### config.mk
export PLATFORM = sky130hd
export DESIGN_NAME = modem_ctl_stat
export DESIGN_NICKNAME = d
export VERILOG_FILES = /design/src/rtl/modem_ctl_stat.sv
export SDC_FILE = /design/constraint.sdc
export NUM_CORES = 1
export LEC_CHECK = 0
export ABC_AREA = 1
export BUFFER_PORTS_ARGS = -buffer_cell sky130_fd_sc_hd__buf_2
export CAP_MARGIN = 20
export CORE_MARGIN = 1.5
export CORE_UTILIZATION = 40
export CTS_CLUSTER_DIAMETER = 40
export DETAILED_ROUTE_END_ITERATION = 12
export PLACE_DENSITY_LB_ADDON = 0.15
export SLEW_MARGIN = 15
export SYNTH_ARGS = -nofsm -noshare
export SYNTH_HDL_FRONTEND = slang
export SYNTH_SLANG_ARGS = --single-unit
### constraint.sdc
create_clock -name clk -period 0.8 [get_ports clk]
set_input_delay 0.12 -clock clk [delete_from_list [all_inputs] [get_ports clk]]
set_output_delay 0.12 -clock clk [all_outputs]
set_load 0.1 [all_outputs]
### src/rtl/modem_ctl_stat.sv
module modem_ctl_stat #(
  parameter int SYNC_STAGES = 2
) (
  input  logic       clk,
  input  logic       rst_n,
  input  logic       ctl_wr,
  input  logic [7:0] wr_data,
  output logic [7:0] ctl_rdata,
  input  logic       stat_rd,
  output logic [7:0] stat_rdata,
  input  logic       cts_in,
  input  logic       dsr_in,
  input  logic       dcd_in,
  input  logic       ri_in,
  output logic       rts_out,
  output logic       dtr_out,
  output logic       delta_pend
);

  localparam logic [3:0] LINE_IDLE = 4'b1011;
  localparam logic [4:0] CTL_INIT  = 5'b01000;

  logic [4:0] ctl_q;
  logic [SYNC_STAGES-1:0][3:0] sync_q;
  logic [3:0] lines_q, delta_q, now_lines, edge_bits, hit_bits;
  logic       loop_on;

  assign loop_on   = ctl_q[4];
  assign now_lines = sync_q[SYNC_STAGES-1];
  assign edge_bits = now_lines ^ lines_q;
  assign hit_bits  = {edge_bits[3], edge_bits[2] & lines_q[2], edge_bits[1:0]};

  always_ff @(posedge clk) begin
    if (!rst_n) begin
      sync_q <= {SYNC_STAGES{LINE_IDLE}};
    end else begin
      sync_q[0] <= {dcd_in, ri_in, dsr_in, cts_in};
      for (int i = 1; i < SYNC_STAGES; i++) sync_q[i] <= sync_q[i-1];
    end
  end

  always_ff @(posedge clk) begin
    if (!rst_n) begin
      ctl_q   <= CTL_INIT;
      lines_q <= LINE_IDLE;
      delta_q <= '0;
    end else begin
      if (ctl_wr) ctl_q <= wr_data[4:0];
      lines_q <= now_lines;
      delta_q <= ((stat_rd && !loop_on) ? 4'b0000 : delta_q) | hit_bits;
    end
  end

  assign ctl_rdata  = {3'b000, ctl_q};
  assign stat_rdata = loop_on ? {ctl_q[3], ctl_q[2], ctl_q[0], ctl_q[1], 4'b0000}
                              : {lines_q, delta_q};
  assign rts_out    = ctl_q[1] & ~loop_on;
  assign dtr_out    = ctl_q[0] & ~loop_on;
  assign delta_pend = (|delta_q) & ~loop_on;

  assert_ctl_store_R2: assert property (@(posedge clk) disable iff (!rst_n)
    ctl_wr |=> ctl_rdata == ($past(wr_data) & 8'h1F));

  assert_outputs_quiet_in_loop_R3: assert property (@(posedge clk) disable iff (!rst_n)
    ctl_rdata[4] |-> (!rts_out && !dtr_out));

  assert_delta_sticky_R5: assert property (@(posedge clk) disable iff (!rst_n)
    ((|delta_q) && !(stat_rd && !loop_on)) |=> (|delta_q));

  assert_ring_trailing_only_R6: assert property (@(posedge clk) disable iff (!rst_n)
    $rose(delta_q[2]) |-> ($past(lines_q[2]) && !lines_q[2]));

  assert_read_clears_R7: assert property (@(posedge clk) disable iff (!rst_n)
    (stat_rd && !loop_on && now_lines == lines_q) |=> delta_q == 4'b0000);

  assert_loop_hides_delta_R8: assert property (@(posedge clk) disable iff (!rst_n)
    ctl_rdata[4] |-> (stat_rdata[3:0] == 4'b0000 && !delta_pend));

  assert_pend_tracks_R9: assert property (@(posedge clk) disable iff (!rst_n)
    (!ctl_rdata[4] && stat_rdata[3:0] != 4'b0000) |-> delta_pend);

endmodule

==> reports/results.tsv, run 1 <==
metric	value	unit
outcome	complete, but fails checks	
failing checks	negative hold slack, negative setup slack	
CP Capture Type	output pin	
register area share after synthesis	52.75	%
post-synth top area share	52.75	%
Hold Vio Cnt, Final	2	
CP Class	reg2out	
vias in the first global route	738	
Lkg Pwr	0.7246	nW
total power	0.002769	W
Hold Path Cell Cnt	2	
Longest Clk Path Bufs	2	
Antenna Violating Nets Remaining	0	
post-placement setup slack	-203.0	ps
Min Hold Slack	-6.649	ps
CP peak stage delay	410	ps
pwr dens	1802	mW/mm^2
Synth Area per Inst	7.519	um^2
FP Rows	15	
critical path, cell by cell	buf_12, a31oi_4, buf_12	
largest net degree at the start of global routing	13	
register area	439.2	um^2
count of buffers from port buffering	28	
CTS buffer count	3	
routed via count	789	
leading area contributor after synthesis	dfxtp_1	
Fillers	111	
crit-path max FO	7	
crit-path most repeated cell	buf_12	
die height	47.64	um
WL final	2.075	mm
initial antenna violation count	0	
Worst path slowest cell	dfxtp_4	
H-tree depth	1	
#FFs+latches synth	21	
CTS tree	yes	
Total GRT Usage	19.61	%
Synth Cell Area	797.0	um^2
Pre-antenna DRT Iters	4	
# diodes	0	
Die X	47.64	um
share of post-route cells with drive strength above 1	51.68	%
post-route minimum period	1339	ps
Peak Freq	746.6	MHz
# clock sinks	21	
RSZ-0062 raised after global routing	yes	
Core Area	0.001802	mm^2
via-per-instance ratio	4.534	
clock root buffer	clkbuf_4	
hpwl dp	1.515	mm
Final nets	166	
io pins	35	
type of the tightest min-delay check	in2reg	
Initial Utilization	44.24	%
clk_skew	3.882	ps
global-route wire length before repair	3.056	mm
routability cong.	0.7403	
DRC	0	
max_cap viols	0	
critical path startpoint category	flip-flop	
Wirelength per Cell	11.93	um
synthesis-to-layout area growth	92.78	%
Initial DRC Count	13	
Worst Path Required	680	ps
Worst-path clk slew	120	ps
VDD IR max	0.001633	V
die area	0.002269	mm^2
worst r2r path cells	6	
synth unique cells	13	
Max Slew Vio Count	0	
# hold bufs at CTS	1	
Post-Syn Instances	106	
setup TNS	-7744	ps
ranking of synthesized cells by area	dfxtp_1 (53%), nand2_1 (13%), inv_1 (8.5%)	
area of the multi-input gates	419.2	um^2
YS warnings	0	
grt total ovfl	0	
Final WS setup	-539.4	ps
Final setup viols	21	
critical path arrival	1220	ps
worst skew pair latency	300	ps
crit share post-route	167.4	%
==> final timing paths <==
| path | from | endpoint | slack (ps) |
|---|---|---|---|
| min reg2reg | sync_q[1]$_SDFF_PN1_ | now_lines[1]$_SDFF_PN1_ | 430 |
| min | dsr_in | sync_q[1]$_SDFF_PN1_ | -7 |
| max reg2reg | ctl_q[4]$_SDFFE_PN0P_ | delta_q[1]$_SDFF_PN0_ | -230 |
| max | ctl_q[4]$_SDFFE_PN0P_ | delta_pend | -540 |
==> placed cells by master (no fill, tap or decap) <==
master and instances:
nand2_1 24, buf_12 18, inv_1 16, dfxtp_1 16, buf_2 12, nor2_4 6
or2_2 6, buf_6 6, dfxtp_4 5, buf_4 5, a21oi_1 4, o21ai_0 4
nand2_4 3, o21ai_4 3, nor2_1 3, a21oi_2 3, conb_1 3, clkbuf_4 3
inv_4 2, inv_8 1, nand2_8 1, a31oi_4 1, nand2_2 1, nand3_1 1
clkinv_2 1, dlygate4sd3_1 1
==> cell usage after synthesis <==
master / instances
a21oi_1: 7
a31oi_1: 1
buf_4: 5
conb_1: 1
dfxtp_1: 21
inv_1: 18
inv_2: 1
nand2_1: 28
nand2_2: 1
nand3_1: 1
nor2_1: 9
o21ai_0: 7
or2_2: 6
==> worst max-delay path: cells and delay by family, from the launching register on <==
kind                   cells  cell delay, ps
AOI/OAI and AO/OA          1             160
buffers and inverters      2             340
DFF                        1             410
==> power breakdown <==
group | total, W | switching (W) | leakage (nW) | internal [W]
Clock | 0.000524 | 0.000338 | 0.0177 | 0.000186
Combinational | 0.00111 | 0.000702 | 0.531 | 0.000404
Sequential | 0.00114 | 0.0000444 | 0.176 | 0.00109
==> per-layer routing <==
layer	GRT usage, %	wire (um)	vias up
met5	0	0	-
met2	38.65	1189	21
met1	20.70	800	368
li1	-	-	398
met3	2.264	62	2
met4	8.108	22	0
==> kinds of logic after synthesis <==
group / Yosys count / share of synthesized area, %
flops: 21 / 52.75
compound gates: 15 / 9.576
buf+inv: 24 / 13.66
simple gates: 45 / 23.55
other cells: 1 / 0.4705
==> cell type report <==
type | instances | area share (%)
inverter | 19 | 5.456
timing repair buffer | 42 | 34.85
sequential | 21 | 28.58
tap | 25 | 2.036
clock inverter | 1 | 0.3257
multi-input combinational | 63 | 27.28
clock buffer | 3 | 1.466
==> registers in the layout, summed over array words and instances, names as in the netlist <==
register and cells:
ctl_q 5, delta_q 4, sync_q 4, lines_q 4, now_lines 4
==> metrics by stage <==
stage                     cell area [um^2]  hold WS [ps]  std cells  utilization [%]
after floorplan                      950.9         217.6        108                -
after global routing                  1536        -15.79        174            85.28
after global placement                1415         303.7        168            78.54
final                                 1536        -6.649        174            85.28
after detailed placement              1415         308.7        168            78.54
after CTS                             1483        -6.273        173            82.29
==> timing repair <==
item | in CTS | in global routing
setup endpoints to repair | 20 | 21
cloned | 0 | 0
hold endpoints to repair | 3 | 1
pin swaps | 4 | 3
resized for setup | 8 | 10
setup buffers | 0 | 1
Power figures use the tool's default switching activity.
==> run 2: changes to the inputs <==
ABC_AREA = 0   (was 1)
CORE_UTILIZATION = 34   (was 40)
clock period = 1.55 ns   (was 0.8 ns; I/O delays follow)
==> run 2 against run 1 <==
Compared with the run above: the flow now finishes without violations; clock-buffer cell count is 1 higher; clock skew hardly changed; sequential share of layout area is 7.4 points higher; wire length fell by 33%; via count fell by 27%; clock power is 52% lower; sequential cell count unchanged; final cell count decreased by 22%; non-clock buffer count down 9; die area grew 22%; sequential power decreased by 49%; first-iteration DRC count down 62%; critical endpoint is now stat_rdata[5].
==> reports/results.tsv, run 2 <==
metric	value	unit
max reg flops	5	
Pre-antenna DRT Iters	2	
routed via count	574	
WL final	1.390	mm
post-synth top area share	50.15	%
routability cong.	0.6472	
Worst Path Required	1320	ps
post-route minimum period	1498	ps
Wirelength per Cell	10.22	um
global-route wire length before repair	2.249	mm
# diodes	0	
share of post-route cells with drive strength above 1	51.85	%
async set or reset register ratio after synthesis	0	%
setup slack, reg-to-reg	510	ps
ranking of synthesized cells by area	dfxtp_1 (50%), nand2b_1 (6.7%), nor2b_1 (6.7%)	
DRC	0	
initial antenna violation count	0	
largest net degree at the start of global routing	22	
crit-path max FO	10	
pwr dens	1043	mW/mm^2
crit share post-route	96.66	%
clk_skew	4.173	ps
die area	0.002773	mm^2
Die X	52.66	um
leading area contributor after synthesis	dfxtp_1	
clock root buffer	clkbuf_4	
type of the tightest min-delay check	in2reg	
Final WS setup	51.80	ps
Hold Path Cell Cnt	2	
synth unique cells	19	
# clock sinks	21	
final core utilization	52.78	%
worst r2r path cells	4	
top cells by count, synth	dfxtp_1 (21), nand2b_1 (9), nor2b_1 (9), and2b_2 (6), mux2i_1 (5)	
r2r endpoint	delta_q[3]$_SDFF_PN0_	
Final setup viols	0	
Largest Register	ctl_q	
hold endpoint	sync_q[3]$_SDFF_PN1_	
VDD IR max	0.0005730	V
Hold Vio Cnt, Final	0	
Worst-path clk slew	110	ps
FP Rows	17	
vias in the first global route	502	
Total GRT Usage	11.32	%
min-delay src	dcd_in	
Final nets	125	
total power	0.001252	W
cell with the most instances after synthesis	dfxtp_1	
Fillers	209	
Initial DRC Count	5	
most common cell after layout, fill and taps aside	buf_2	
Lkg Pwr	0.5373	nW
register area share after synthesis	50.15	%
Synth Cell Area	838.3	um^2
Area after DPL	0.001085	mm^2
YS warnings	0	
Synth Area per Inst	11.03	um^2
Initial Utilization	36.83	%
die height	52.66	um
CP Class	reg2out	
Max Slew Vio Count	0	
Longest Clk Path Bufs	2	
commonest cells after routing, fill and taps aside	buf_2 (16), dfxtp_1 (14), nand2b_1 (9), nor2b_1 (9), buf_12 (7)	
Final Cell Area	0.001201	mm^2
Core Area	0.002276	mm^2
Crit Reg-Reg Startpoint	ctl_q[4]$_SDFFE_PN0P_	
via-per-instance ratio	4.221	
post-placement setup slack	235.5	ps
outcome	complete, no violations	
Final Non-Filler Cells	136	
grt total ovfl	0	
# hold bufs at CTS	0	
critical path arrival	1270	ps
worst skew pair latency	290	ps
H-tree depth	1	
synthesis-to-layout area growth	43.28	%
Most used DFF post-synth	dfxtp_1	
Antenna Violating Nets Remaining	0	
io pins	35	
#FFs+latches synth	21	
Post-Place Cells	128	
CTS buffer count	3	
CTS tree	yes	
Post-Syn Instances	76	
RSZ-0062 raised after global routing	yes	
critical path startpoint category	flip-flop	
CP Capture Type	output pin	
Peak Freq	667.5	MHz
max_cap viols	0	
number of synthesized flops with an enable pin	0	
count of buffers from port buffering	28	
run 2: cell types whose count changed after synthesis, moves of 7 or more:
cell	delta
nor2b_1	+9
inv_1	-18
nand2_1	-27
nor2_1	-8
nand2b_1	+9
o21ai_0	-7
run 2: report_power, final:
group	total [W]	internal [W]	switching, W
Clock	0.000254	0.000100	0.000154
Sequential	0.000587	0.000566	0.0000209
Combinational	0.000412	0.000134	0.000278
Total	0.00125	0.000800	0.000452
run 2: how the worst max path moves through the flow:
stage | start | end | cells past startpoint
finish | ctl_q[4]$_SDFFE_PN0P_ | stat_rdata[5] | 2
global route | ctl_q[4]$_SDFFE_PN0P_ | stat_rdata[2] | 3
CTS | delta_q[3]$_SDFF_PN0_ | delta_pend | 4
detailed placement | delta_q[3]$_SDFF_PN0_ | delta_pend | 4
global placement | ctl_q[4]$_SDFFE_PN0P_ | stat_rdata[5] | 2
floorplan | ctl_q[0]$_SDFFE_PN0P_ | stat_rdata[5] | 1
run 2: timing repair:
item                       CTS  global route
setup endpoints to repair    5             8
setup buffers                3             1
resized for setup            8             9
pin swaps                    0             1
run 2: critical path, stage by stage (launching register included):
cell and delay (ps):
dfxtp_4 430, mux2_2 360, buf_6 180
run 2: kinds of logic after synthesis:
family / count (synthesis) / synth area share, %
compound gates: 4 / 2.388
flops: 21 / 50.15
buf+inv: 7 / 5.969
mux: 9 / 12.69
simple gates: 31 / 25.22
xor+xnor: 3 / 3.135
other cells: 1 / 0.4473
run 2: layout make-up:
type                    count  area (um^2)  area share (%)
flip-flops and latches     21        431.7           35.94
multi-input cells          50        397.9           33.13
repair buffers             33        310.3           25.83
well taps                  28        35.03           2.917
clock buffers               4        26.28           2.188
run 2: layer usage:
layer | up-vias | wire, um | GRT usage, %
met1 | 256 | 630 | 13.61
met5 | - | 0 | 0
met2 | 17 | 683 | 18.96
li1 | 299 | - | -
met3 | 2 | 64 | 1.714
met4 | 0 | 10 | 6.410
run 2: per-stage QoR:
stage | TNS, ps | hold slack (ps)
after floorplan | 0 | 305.6
after global placement | 0 | 389.3
after detailed placement | 0 | 390.9
after CTS | 0 | 98.66
after global routing | -43.13 | 90.20
final | 0 | 112.6
==> run 3: changes to the inputs <==
CORE_ASPECT_RATIO = 0.6   (was unset)
==> run 3 against run 2 <==
Compared with the run above: wire length decreased by 1.7%; die area grew 0.35%; global-route usage barely moved; final cell count decreased by 1.5%; first-iteration DRC count is 20% lower; register-to-register slack better by 160 ps; setup slack improved by 1.5 ps; clock-buffer cell count stayed put; non-clock buffer count shrank 4; maximum frequency barely moved; largest cell class unchanged; largest power group unchanged.
==> reports/results.tsv, run 3 (synthesized netlist as in run 2, its figures left out) <==
metric	value	unit
outcome	complete, no violations	
total power	0.001318	W
Fillers	212	
pwr dens	1137	mW/mm^2
CTS tree	yes	
Die X	67.11	um
post-route minimum period	1497	ps
VDD IR max	0.0006000	V
Longest Clk Path Bufs	2	
CP Class	reg2out	
via-per-instance ratio	4.127	
Worst path slowest cell	dfxtp_4	
io pins	35	
Min Hold Slack	153.2	ps
worst skew pair latency	260	ps
vias in the first global route	481	
crit-path max FO	14	
Peak Freq	668.1	MHz
Final setup viols	0	
Initial DRC Count	4	
CP peak stage delay	450	ps
Lkg Pwr	0.5125	nW
critical path, cell by cell	mux2_2, buf_6	
clk_skew	4.023	ps
WL final	1.366	mm
largest net degree at the start of global routing	22	
DRC	0	
share of post-route cells with drive strength above 1	48.08	%
Pre-antenna DRT Iters	2	
crit share post-route	96.56	%
synthesis-to-layout area growth	38.21	%
RSZ-0062 raised after global routing	yes	
commonest cells after routing, fill and taps aside	buf_2 (17), dfxtp_1 (16), nand2b_1 (9), nor2b_1 (9)	
routed via count	553	
most common cell after layout, fill and taps aside	buf_2	
register area	429.2	um^2
# diodes	0	
grt total ovfl	0	
critical path arrival	1260	ps
Largest Register	ctl_q	
Max Slew Vio Count	0	
Core Area	0.002245	mm^2
Worst Path Required	1320	ps
CP delay by family, top	flip-flops	
Hold Vio Cnt, Final	0	
initial antenna violation count	0	
Worst-path clk slew	70	ps
Initial Utilization	37.35	%
Total GRT Usage	11.29	%
H-tree depth	1	
clock root buffer	clkbuf_8	
count of buffers from port buffering	28	
hpwl dp	991.2	um
CTS buffer count	3	
WP buf/inv	1	
type of the tightest min-delay check	in2reg	
die area	0.002782	mm^2
die height	41.46	um
routability cong.	0.6635	
Antenna Violating Nets Remaining	0	
global-route wire length before repair	2.256	mm
FP Rows	13	
critical path startpoint category	flip-flop	
max_cap viols	0	
max reg flops	5	
Wirelength per Cell	10.19	um
area of the multi-input gates	389.1	um^2
Final nets	121	
# clock sinks	21	
CP Capture Type	output pin	
[run 3: area by class of cell]
type	count	share of cell area, %
Sequential cell	21	37.04
Tap cell	30	3.240
Multi-Input combinational cell	50	33.59
Timing Repair Buffer	29	22.25
Clock buffer	4	3.888
[run 3: final timing paths]
path	startpoint	endpoint	slack, ps	cells past startpoint
worst min register to register	sync_q[3]$_SDFF_PN1_	now_lines[3]$_SDFF_PN1_	410	1
worst max-delay path	ctl_q[4]$_SDFFE_PN0P_	stat_rdata[5]	50	2
worst min-delay path	cts_in	sync_q[0]$_SDFF_PN1_	150	2
worst max register to register	ctl_q[4]$_SDFFE_PN0P_	delta_q[0]$_SDFF_PN0_	670	3
[run 3: per-layer routing]
metal | global-route usage [%] | vias up | share of wire (%)
li1 | - | 289 | -
met1 | 14.77 | 241 | 49
met2 | 14.65 | 21 | 40
met3 | 6.775 | 2 | 8.6
met4 | 4.898 | 0 | 1.7
met5 | 0 | - | 0
[run 3: repair_timing]
action / CTS / global route
gates resized for setup: 6 / 2
buffers inserted: 0 / 0
endpoints found under the setup margin: 5 / 2
hold buffers: 0 / 0
[run 3: worst reg2reg max path: stages, from the launching register on]
cell and delay [ps]:
dfxtp_4 410, nand2b_4 180, a21oi_1 140, nor2b_1 50
[run 3: stage by stage]
step	setup TNS [ps]	std cells	instance area, um^2	worst slack [ps]	util [%]
after floorplan	0	78	862.1	58.40	-
after global placement	0	130	1087	234.0	48.44
after detailed placement	0	130	1087	231.2	48.44
after CTS	0	134	1149	19.86	51.17
after global routing	-12.55	134	1159	-12.55	51.62
final	0	134	1159	53.26	51.62
[run 3: power breakdown]
part / internal [W] / switching (W)
combinational: 0.000113 / 0.000272
sequential: 0.000566 / 0.0000209
clock: 0.000183 / 0.000163
